===== src/rtl/seg_pkg.sv =====
package seg_pkg;
    parameter int SEL_W  = 16;
    parameter int WORD_W = 32;
    parameter int DESC_W = 2 * WORD_W;
    parameter int LIM_W  = 20;
    parameter int GRAN_SH = 12;

    typedef enum logic [2:0] {
        FLT_NONE   = 3'd0,
        FLT_NULL   = 3'd1,
        FLT_ABSENT = 3'd2,
        FLT_PRIV   = 3'd3,
        FLT_LIMIT  = 3'd4
    } fault_e;

    typedef enum logic [1:0] {
        ST_IDLE, ST_LO, ST_HI, ST_FIN
    } fetch_e;

    typedef struct packed {
        logic [WORD_W-1:0] base;
        logic [WORD_W-1:0] lim;
        logic [1:0]        dpl;
        logic              present;
    } seg_info_t;
endpackage


===== src/rtl/seg_sel_decode.sv =====
module seg_sel_decode
    import seg_pkg::*;
(
    input  logic [SEL_W-1:0]  sel,
    input  logic [WORD_W-1:0] gdt_base,
    input  logic [WORD_W-1:0] ldt_base,
    output logic [WORD_W-1:0] desc_addr,
    output logic              is_null
);
    localparam int IDX_W = SEL_W - 3;

    logic [IDX_W-1:0] idx;
    logic             use_local;

    always_comb begin
        idx       = sel[SEL_W-1:3];
        use_local = sel[2];
        desc_addr = (use_local ? ldt_base : gdt_base)
                  + {{(WORD_W-IDX_W-3){1'b0}}, idx, 3'b000};
        is_null   = (idx == '0) && !use_local;
    end
endmodule


===== src/rtl/seg_desc_unpack.sv =====
module seg_desc_unpack
    import seg_pkg::*;
(
    input  logic [DESC_W-1:0] desc,
    output seg_info_t         info
);
    logic [LIM_W-1:0] raw_lim;
    logic             unused_bits;

    assign unused_bits = ^{desc[44:40], desc[54:52]};

    always_comb begin
        raw_lim      = {desc[51:48], desc[15:0]};
        info.base    = {desc[63:56], desc[39:16]};
        info.dpl     = desc[46:45];
        info.present = desc[47];
        if (desc[55])
            info.lim = {raw_lim, {GRAN_SH{1'b1}}};
        else
            info.lim = {{(WORD_W-LIM_W){1'b0}}, raw_lim};
    end
endmodule


===== src/rtl/seg_check.sv =====
module seg_check
    import seg_pkg::*;
(
    input  seg_info_t         info,
    input  logic              seg_null,
    input  logic [1:0]        rpl,
    input  logic [1:0]        cpl,
    input  logic [WORD_W-1:0] off,
    output fault_e            fault,
    output logic [WORD_W-1:0] lin
);
    logic [1:0] eff_pl;

    always_comb begin
        eff_pl = (cpl > rpl) ? cpl : rpl;
        lin    = info.base + off;
        if (seg_null)
            fault = FLT_NULL;
        else if (!info.present)
            fault = FLT_ABSENT;
        else if (eff_pl > info.dpl)
            fault = FLT_PRIV;
        else if (off > info.lim)
            fault = FLT_LIMIT;
        else
            fault = FLT_NONE;
    end
endmodule


===== src/rtl/seg_xlate.sv =====
module seg_xlate
    import seg_pkg::*;
(
    input  logic              clk,
    input  logic              rst_n,
    input  logic [31:0]       gdt_base,
    input  logic [31:0]       ldt_base,
    input  logic [1:0]        cpl,
    input  logic              load_valid,
    input  logic [15:0]       load_sel,
    input  logic              acc_valid,
    input  logic [31:0]       acc_off,
    output logic              busy,
    output logic              mem_rd,
    output logic [31:0]       mem_addr,
    input  logic [31:0]       mem_rdata,
    output logic              out_valid,
    output logic [2:0]        out_fault,
    output logic [31:0]       out_lin
);
    typedef struct packed {
        fetch_e            st;
        logic [WORD_W-1:0] addr;
        logic [WORD_W-1:0] lo;
        seg_info_t         info;
        logic              seg_null;
        logic [1:0]        rpl;
        logic              out_v;
        fault_e            flt;
        logic [WORD_W-1:0] lin;
    } state_t;

    state_t s_d, s_q;

    logic [WORD_W-1:0] dec_addr;
    logic              dec_null;
    seg_info_t         fetched;
    fault_e            chk_fault;
    logic [WORD_W-1:0] chk_lin;

    seg_sel_decode i_dec (
        .sel       (load_sel),
        .gdt_base  (gdt_base),
        .ldt_base  (ldt_base),
        .desc_addr (dec_addr),
        .is_null   (dec_null)
    );

    seg_desc_unpack i_unpack (
        .desc (DESC_W'({mem_rdata, s_q.lo})),
        .info (fetched)
    );

    seg_check i_chk (
        .info     (s_q.info),
        .seg_null (s_q.seg_null),
        .rpl      (s_q.rpl),
        .cpl      (cpl),
        .off      (acc_off),
        .fault    (chk_fault),
        .lin      (chk_lin)
    );

    always_comb begin
        s_d       = s_q;
        s_d.out_v = 1'b0;
        case (s_q.st)
            ST_IDLE: begin
                if (load_valid) begin
                    s_d.rpl = load_sel[1:0];
                    if (dec_null) begin
                        s_d.seg_null = 1'b1;
                    end else begin
                        s_d.st   = ST_LO;
                        s_d.addr = dec_addr;
                    end
                end
                if (acc_valid) begin
                    s_d.out_v = 1'b1;
                    s_d.flt   = chk_fault;
                    s_d.lin   = (chk_fault == FLT_NONE) ? chk_lin : '0;
                end
            end
            ST_LO: s_d.st = ST_HI;
            ST_HI: begin
                s_d.lo = mem_rdata;
                s_d.st = ST_FIN;
            end
            default: begin
                s_d.info     = fetched;
                s_d.seg_null = 1'b0;
                s_d.st       = ST_IDLE;
            end
        endcase
    end

    always_ff @(posedge clk) begin
        if (!rst_n) begin
            s_q          <= '0;
            s_q.st       <= ST_IDLE;
            s_q.seg_null <= 1'b1;
            s_q.flt      <= FLT_NONE;
        end else begin
            s_q <= s_d;
        end
    end

    always_comb begin
        busy      = (s_q.st != ST_IDLE);
        mem_rd    = (s_q.st == ST_LO) || (s_q.st == ST_HI);
        case (s_q.st)
            ST_LO:   mem_addr = s_q.addr;
            ST_HI:   mem_addr = s_q.addr + 32'd4;
            default: mem_addr = '0;
        endcase
        out_valid = s_q.out_v;
        out_fault = s_q.flt;
        out_lin   = s_q.lin;
    end
endmodule


===== config.mk =====
export PLATFORM = sky130hd
export DESIGN_NAME = seg_xlate
export DESIGN_NICKNAME = d
export VERILOG_FILES = /design/src/rtl/seg_pkg.sv /design/src/rtl/seg_sel_decode.sv /design/src/rtl/seg_desc_unpack.sv /design/src/rtl/seg_check.sv /design/src/rtl/seg_xlate.sv
export SDC_FILE = /design/constraint.sdc
export NUM_CORES = 1
export LEC_CHECK = 0
export ABC_CLOCK_PERIOD_IN_PS = 6040
export BUFFER_PORTS_ARGS = -buffer_cell sky130_fd_sc_hd__buf_2
export CAP_MARGIN = 15
export CORE_ASPECT_RATIO = 0.6
export CORE_MARGIN = 5
export CORE_UTILIZATION = 45
export CTS_CLUSTER_DIAMETER = 120
export CTS_CLUSTER_SIZE = 14
export DETAILED_ROUTE_END_ITERATION = 12
export PLACE_DENSITY = 0.75
export REMOVE_ABC_BUFFERS = 1
export SLEW_MARGIN = 10
export SYNTH_ARGS = -nofsm -noshare
export SYNTH_HDL_FRONTEND = slang
export SYNTH_SLANG_ARGS = --single-unit

===== constraint.sdc =====
create_clock -name clk -period 6.04 [get_ports clk]
set_input_delay 0.604 -clock clk [delete_from_list [all_inputs] [get_ports clk]]
set_output_delay 0.604 -clock clk [all_outputs]
set_load 0.01 [all_outputs]

# Yosys cells after proc, flatten, opt, wreduce, memory -nomap -nowiden
# Index checks and enable logic that the tools add are counted.
# op_classes
addsub	3
n_lt_le_gt_ge	3
eq_ne	5
n_mux	16
bitwise	2
n_reduce_logical	15
# ops
operator	count
2-to-1 mux 32 bit	3
2-to-1 mux 34 bit	2
one-hot mux 32 bit (2 select lines)	1
2-to-1 mux 36 bit	1
adder 32 x 16 -> 32 bit	1
adder 32 x 3 -> 32 bit (second input constant)	1
adder 32 bit	1
> comparator 32 bit	1
2-to-1 mux 3 bit	5
zero test 13 bit	1
AND reduction 2 bit	4
inequality test 2 bit (second input constant)	3
one-hot mux 2 bit (3 select lines)	1
AND reduction 3 bit	2
> comparator 2 bit	2
zero test 3 bit	1
OR reduction 3 bit	1
== test 2 x 1 -> 1 bit (second input constant)	1
== test 2 bit (second input constant)	1
zero test 2 bit	1
2-to-1 mux 2 bit	1
inverter 1 bit	2
one-hot mux 1 bit (2 select lines)	1
nonzero test 2 bit	1
5 further kinds	5
# word_totals
register_bits	172
inputBits	150
output_inout_bits	70
word_cells	56

# Logic depth before layout (Yosys ltp)
# Gate-level depths: netlist of the first run.
# depth
ltp_word	9
depth_mapped	16
mapped_depth_nobuf	13

# Hierarchy
# Synthesis of the first run repeated with hierarchy kept, for this count alone.
# hier_totals
hier_cells	1454
area_unflattened_um2	12462.0
# by_module_without_submodules
mod	n_inst	cells_per_inst	area_each_um2
seg_xlate	1	838	7741.2
seg_check	1	365	2688.8
seg_sel_decode	1	181	1482.7
seg_desc_unpack	1	70	549.3

# Least setup slack after synthesis of the first run
# OpenSTA, ideal clock, no wires.
# synth_timing
path_kind	input to register
startpoint	in load_sel[2]
endpoint	reg s_q[162] (netlist name)
setup_time_ns	0.116
t_arrival_ns	4.278
t_required_ns	5.924
path_slack_ns	1.645
stages	15
n_path_buf	3
path_cell_list	clkbuf_1 buf_1 buf_1 mux2i_1 inv_1 ha_1 a21o_1 a21o_1 a21o_1 o311a_1 o41ai_2 o21ai_2 a41oi_1 mux2i_1 a31o_2
# synth_via
elab_chain_len	4
# synth_lines
element	line	text
start, declared	seg_xlate.sv:10	input logic [15:0] load_sel,
branches (longest 4 deep; another with adder 32 x 16 -> 32 bit)	-	
end, declared	seg_xlate.sv:33	state_t s_d, s_q;
# Several ways; the timed one is not identified.
# A chain may end at the register's enable or synchronous reset.

# Final worst setup path of the first run
# layout_timing
startpoint	in load_sel[2]
endpoint	reg s_q[159] (netlist name)
# Same word-level chain as after synthesis.

==> results of run 1 <==
-- cells in the mapped netlist (30+ instances only) --
cell type | instances | area share
nor2_1 | 153 | 0.052
clkbuf_1 | 62 | 0.021
a21o_1 | 33 | 0.022
buf_4 | 35 | 0.024
nand3_1 | 64 | 0.029
ha_1 | 86 | 0.097
mux2i_1 | 90 | 0.081
a21oi_1 | 82 | 0.037
xnor2_1 | 37 | 0.029
o21ai_0 | 52 | 0.023
dfxtp_1 | 172 | 0.31
nand2_1 | 73 | 0.025
inv_1 | 58 | 0.020
a22oi_1 | 41 | 0.028
nor2b_1 | 30 | 0.017
-- logic make-up after synthesis --
logic type / Yosys count
adders and majority gates: 88
muxes: 112
buffers and inverters: 166
and+or+nand+nor: 435
AOI/OAI and AO/OA: 306
xor gates and xnor gates: 55
DFF: 172
-- worst min-delay path, delay by kind of cell --
family,cells,cell delay [ns]
buffers and inverters,1,0.08
muxes,1,0.05
and+or+nand+nor,1,0.07
-- routing by layer --
metal,track usage,part of all wire,up-vias
met5,0,0.0011,-
met4,0.0508,0.012,6
met3,0.0638,0.084,32
met2,0.301,0.40,348
met1,0.356,0.51,4717
li1,-,-,5001
-- area by class of cell --
type	instances	area, um^2	area share
well taps	322	403	0.0316
clock inverters	11	130	0.0102
inverters	58	220	0.0173
diodes	3	7.51	0.000589
flip-flops and latches	172	3440	0.270
multi-input cells	996	6930	0.544
repair buffers	225	1140	0.0895
clock buffers	21	470	0.0369
-- power breakdown --
group / switching [mW] / total [mW] / internal [mW]
registers: 0.133 / 1.41 / 1.27
clock network: 0.489 / 1.14 / 0.648
logic: 0.693 / 1.17 / 0.475
total: 1.31 / 3.71 / 2.40
-- worst paths after layout --
path	start	to	slack (ns)	cells after the start
min	mem_rdata[10]	s_q[116]	0.40	3
max reg2reg	s_q[171]	out_lin[29]	2.18	9
max	load_sel[2]	s_q[159]	1.80	14
min reg2reg	out_lin[31]	out_lin[31]	0.45	2
-- flip-flops by register name, summed over array words and instances, names as in the netlist --
| register | count |
|---|---|
| out_valid | 1 |
| out_lin | 32 |
| out_fault | 3 |
| s_q | 136 |
==> metrics.md, run 1 <==
| Metric | Value |
|---|---|
| Synth Warn # | 0 |
| Post-CTS Hold Buffers | 0 |
| Synth Area in XOR/XNOR | 0.0434 |
| Final clock skew | ~0.012 ns |
| DR iter-0 viols | roughly 930 |
| Routed vias | slightly above 10000 |
| Peak fanout along the critical path | 39 |
| IO Pins | 220 |
| Cells after Synth | 1334 |
| CP Data Required Time | roughly 6.4 ns |
| Fin util | 0.526 |
| Chip Height | ~130 um |
| Port buffer count | roughly 220 |
| H-Tree Depth | 4 |
| Design area | between 10000 and 15000 um^2 |
| Final Max Slew Viols | 0 |
| Mean post-synth cell area | ~8.3 um^2 |
| Post-synth ARST share | 0 |
| Chip Width | ~210 um |
| Routed WL | between 30 and 40 mm |
| Worst IR Drop VDD | around 0.21 mV |
| Worst-Skew Late Latency | 0.44 ns |
| Post-synth EDFFs | 0 |
| CTS root buf | clkbuf_16 |
| Min Tclk post-route | 4.24 ns |
| Cells after DPL | ~1800 |
| CTS clk-pin slew, worst paths | 0.07 ns |
| Post-Place Setup Slack | ~1.5 ns |
| RSZ-0062 raised after global routing | no |
| Mapped cell area | about 11000 um^2 |
| Area post-placement | ~12000 um^2 |
| DP Wirelength | roughly 25 mm |
| Worst-Margin Slew | ~1.1 ns |
| LEAKAGE | about 5.4 nW |
| Final worst path period share | 0.702 |
| Wire length per cell | ~18 um |
| Post-Synth Simple-Gate Area | 0.188 |
| Crit path DAT | around 4.6 ns |
| Complex-gate fraction of the synthesized area | 0.186 |
| Starting Density | 0.459 |
| Share of layout cells above drive strength 1 | 0.204 |
| Crit-path cells | buf_2 -> mux2_2 -> ha_1 -> inv_1 -> fa_1 -> nor2b_1 -> o21ai_0 -> a21oi_1 -> o21ai_0 -> a211oi_1 -> o31a_1 -> nand2_1 -> or4_1 -> o311ai_0 |
| Final setup viols | 0 |
| First-pass iteration count of the detailed router | 6 |
| Non-Filler Instances | ~1800 |
| Die area | about 28000 um^2 |
| Worst path slowest cell | buf_2 |
| Vias in the first global route | roughly 9300 |
| Initial antenna violation count | 5 |
| Max Freq | about 240 MHz |
| CP Launch Type | input port |
| Final worst slack | 1.80 ns |
| DRC | 0 |
| Final hold vios | 0 |
| Area growth syn-to-layout | 14.7% |
| Setup TNS | 0 ns |
| Slowest Stage Delay on Critical Path | 0.68 ns |
| Largest family of logic cells by synthesized area | simple AND/OR/NAND/NOR gates |
| Kind of end point of the critical path | flip-flop |
| Core ar. | 24200 um^2 |
| Sequential element share of the synthesized area | 0.310 |
| TritonCTS Buffers | 17 |
| Hold WS | 0.403 ns |
| Most frequent CP cell | o21ai_0 |
| Post-CTS Setup Inserts | 0 |
| First-pass GRT wire length | ~50 mm |
| Synthesis-stage register bit count | 172 |
| Crit path kind | input port to flip-flop |
| Max-cap violation count | 0 |
| Leading cell types in the layout, fill and taps excluded | buf_2, dfxtp_1, nor2_1 |
| Max clock buf depth | 2 |
| Final GP Congestion | approximately 0.96 |
| Clock Sink Count | 172 |
| Hold Path Class | input port to flip-flop |
| Relative slew slack | 0.264 |
| PwrDens | 291 nW/um^2 |
| Layout Nets | between 1500 and 2000 |
| Distinct cell type count after synthesis | 72 |
| PostCTS Resize Cnt | 0 |
| Post-synthesis mux area share | 0.103 |
| Post-Synth Adder-Cell Area | 0.100 |
| Bufs and invs on worst path | 2 |
| Pwr Total | approximately 3.7 mW |
| CTS tree | built |
| Largest net degree at the start of global routing | 87 |
| Status | finished, final reports clean |
| Final ANT Viol Nets | 0 |
| FP Rows | 44 |
| CP delay by family, top | compound AO/OA/AOI/OAI gates |
| Most common cell after layout, fill and taps aside | buf_2 |
| DR vias/cell | roughly 5.6 |
| Grt total ovfl | 0 |
| Fill count | 2299 |
| Top_reg_cell synth | dfxtp_1 |
| Overall Global Routing Usage | 0.226 |
Power figures use the tool's default switching activity.
==> run 2: changes to the inputs <==
--- a/config.mk
+++ b/config.mk
@@ -5,7 +5,7 @@
 export SDC_FILE = /design/constraint.sdc
 export NUM_CORES = 1
 export LEC_CHECK = 0
-export ABC_CLOCK_PERIOD_IN_PS = 6040
+export ABC_CLOCK_PERIOD_IN_PS = 4300
 export BUFFER_PORTS_ARGS = -buffer_cell sky130_fd_sc_hd__buf_2
 export CAP_MARGIN = 15
 export CORE_ASPECT_RATIO = 0.6
==> constraint.sdc (replaced) <==
create_clock -name clk -period 4.3 [get_ports clk]
set_input_delay 0.43 -clock clk [delete_from_list [all_inputs] [get_ports clk]]
set_output_delay 0.43 -clock clk [all_outputs]
set_load 0.01 [all_outputs]
==> metrics.md, run 2 (synthesis results as in run 1) <==
| Metric | Value |
|---|---|
| Leading cell types in the layout, fill and taps excluded | buf_2, dfxtp_1, nor2_1 |
| Crit path kind | input port to flip-flop |
| Max-cap violation count | 0 (unchanged) |
| Layout Nets | 1717 (+0.53%) |
| Post-CTS Hold Buffers | 0 (unchanged) |
| Worst-Margin Slew | 1.09 ns (-0.0159 ns) |
| Fin util | 0.529 (+0.00263) |
| CP Launch Type | input port |
| CP Data Required Time | 4.64 ns (-1.73 ns) |
| Core ar. | 24200 um^2 (unchanged) |
| Largest net degree at the start of global routing | 85 (-2.3%) |
| First-pass iteration count of the detailed router | 5 (-1) |
| DRC | 0 (unchanged) |
| FP Rows | 44 (unchanged) |
| Overall Global Routing Usage | 0.230 (+0.00333) |
| Chip Height | 132 um (unchanged) |
| CTS tree | built |
| Setup TNS | 0 ns (unchanged) |
| Cells after DPL | 1782 (+0.51%) |
| Fill count | 2305 (+0.26%) |
| Peak fanout along the critical path | 11 (-72%) |
| Number of flip-flops under the largest register name | 136 (unchanged) |
| Final GP Congestion | 0.927 (-3.2%) |
| Starting Density | 0.459 (unchanged) |
| Grt total ovfl | 0 (unchanged) |
| Routed WL | 33.5 mm (+2.5%) |
| DR iter-0 viols | 841 (-9.4%) |
| Worst-Skew Late Latency | 0.44 ns (about the same) |
| Share of layout cells above drive strength 1 | 0.209 (+0.00547) |
| Worst path slowest cell | a211oi_1 |
| Hold WS | 0.232 ns (-0.170 ns) |
| Final clock skew | 0.0137 ns (+0.00200 ns) |
| Die area | 28000 um^2 (unchanged) |
| Post-CTS Setup Inserts | 0 (unchanged) |
| Port buffer count | 219 (unchanged) |
| RSZ-0062 raised after global routing | no |
| Wire length per cell | 18.4 um (+2.1%) |
| Min Tclk post-route | 3.54 ns |
| Final hold vios | 0 (unchanged) |
| Most flops, register | s_q |
| Bufs and invs on worst path | 2 (unchanged) |
| H-Tree Depth | 4 (unchanged) |
| First-pass GRT wire length | 52.2 mm (+1.7%) |
| Relative slew slack | 0.277 (+0.0124) |
| DP Wirelength | 25.6 mm (+3.0%) |
| Most frequent CP cell | o21ai_0 |
| CTS clk-pin slew, worst paths | 0.08 ns (about the same) |
| Slowest Stage Delay on Critical Path | 0.52 ns (-0.16 ns) |
| Hold Path Class | input port to flip-flop |
| Chip Width | 213 um (unchanged) |
| Final Max Slew Viols | 0 (unchanged) |
| Vias in the first global route | 9461 (+1.3%) |
| Final ANT Viol Nets | 0 (unchanged) |
| Routed vias | 10200 (+0.94%) |
| CTS root buf | clkbuf_16 |
| Crit path DAT | 3.88 ns (-0.68 ns) |
| Final worst slack | 0.759 ns (-1.04 ns) |
| Kind of end point of the critical path | flip-flop |
| IO Pins | 220 (unchanged) |
| LEAKAGE | 5.46 nW (+0.66%) |
| TritonCTS Buffers | 17 (unchanged) |
| PostCTS Resize Cnt | 0 (unchanged) |
| Max Freq | approximately 280 MHz |
| Non-Filler Instances | 1816 (+0.44%) |
| Max clock buf depth | 2 (unchanged) |
| DR vias/cell | 5.62 (+0.50%) |
| PwrDens | 410 nW/um^2 (+41%) |
| Reg-to-reg setup timing slack | 1.02 ns (-1.16 ns) |
| Crit-path cells | buf_2 -> mux2_2 -> ha_1 -> inv_1 -> fa_1 -> nor2b_1 -> o21ai_0 -> a21oi_1 -> o21ai_0 -> a211oi_1 -> o31a_1 -> nand2_1 -> or4_1 -> o311ai_0 |
| Post-Place Setup Slack | 0.395 ns (-1.07 ns) |
| Most common cell after layout, fill and taps aside | buf_2 |
| Final worst path period share | 0.824 |
| Status | finished, final reports clean |
| Area growth syn-to-layout | 15.3% |
| Initial antenna violation count | 7 (+2) |
| Final setup viols | 0 (unchanged) |
| Clock Sink Count | 172 (unchanged) |
| Worst IR Drop VDD | 0.236 mV (+12%) |
| CP delay by family, top | compound AO/OA/AOI/OAI gates |
==> run 2: report_power, final <==
part / total [mW] / leakage [nW] / internal, mW / switching [mW]
Combinational: 1.68 / 3.78 / 0.683 / 0.995
Clock: 1.60 / 0.286 / 0.885 / 0.717
Sequential: 1.98 / 1.39 / 1.79 / 0.188
==> run 2: path summary, 6_finish.rpt <==
path	startpoint	to	depth (start not counted)
worst max-delay path	load_sel[2]	s_q[159]	14
worst min register to register	out_lin[26]	out_lin[26]	2
worst max register to register	s_q[74]	out_lin[14]	11
worst min-delay path	mem_rdata[10]	s_q[116]	3
==> run 2: cell type report <==
type / count / area (um^2) / share of cell area
clock inverters: 14 / 160 / 0.0125
clock buffers: 18 / 439 / 0.0343
diodes: 2 / 5.00 / 0.000391
repair buffers: 234 / 1210 / 0.0944
flip-flops and latches: 172 / 3440 / 0.269
multi-input cells: 996 / 6930 / 0.541
well taps: 322 / 403 / 0.0315
inverters: 58 / 220 / 0.0172
==> run 2: per-stage QoR <==
step | total power [mW] | area (um^2)
4_1_cts | 5.26 | 12800
5_1_grt | 5.55 | 12800
6_report | 5.26 | 12800
2_1_floorplan | 3.10 | 10600
3_5_place_dp | 3.66 | 12200
3_3_place_gp | 3.61 | 12200
==> run 2: worst register-to-register path, cell delays in order, from the launching register on <==
cell and delay (ns):
dfxtp_1 0.32, ha_1 0.24, fa_1 0.45, a21oi_1 0.21, o211ai_1 0.16, a2111oi_2 0.61
nor3_1 0.23, or2_2 0.35, a21o_1 0.19, a21oi_1 0.16, xor2_1 0.15, o21ai_0 0.08
==> run 2: per-layer routing <==
metal	routed length [um]	share of wire	vias up	GRT usage
li1	-	-	5026	-
met1	16500	0.49	4785	0.351
met2	13400	0.40	342	0.312
met3	3070	0.092	36	0.0746
met4	417	0.012	10	0.0480
met5	69	0.0021	-	0
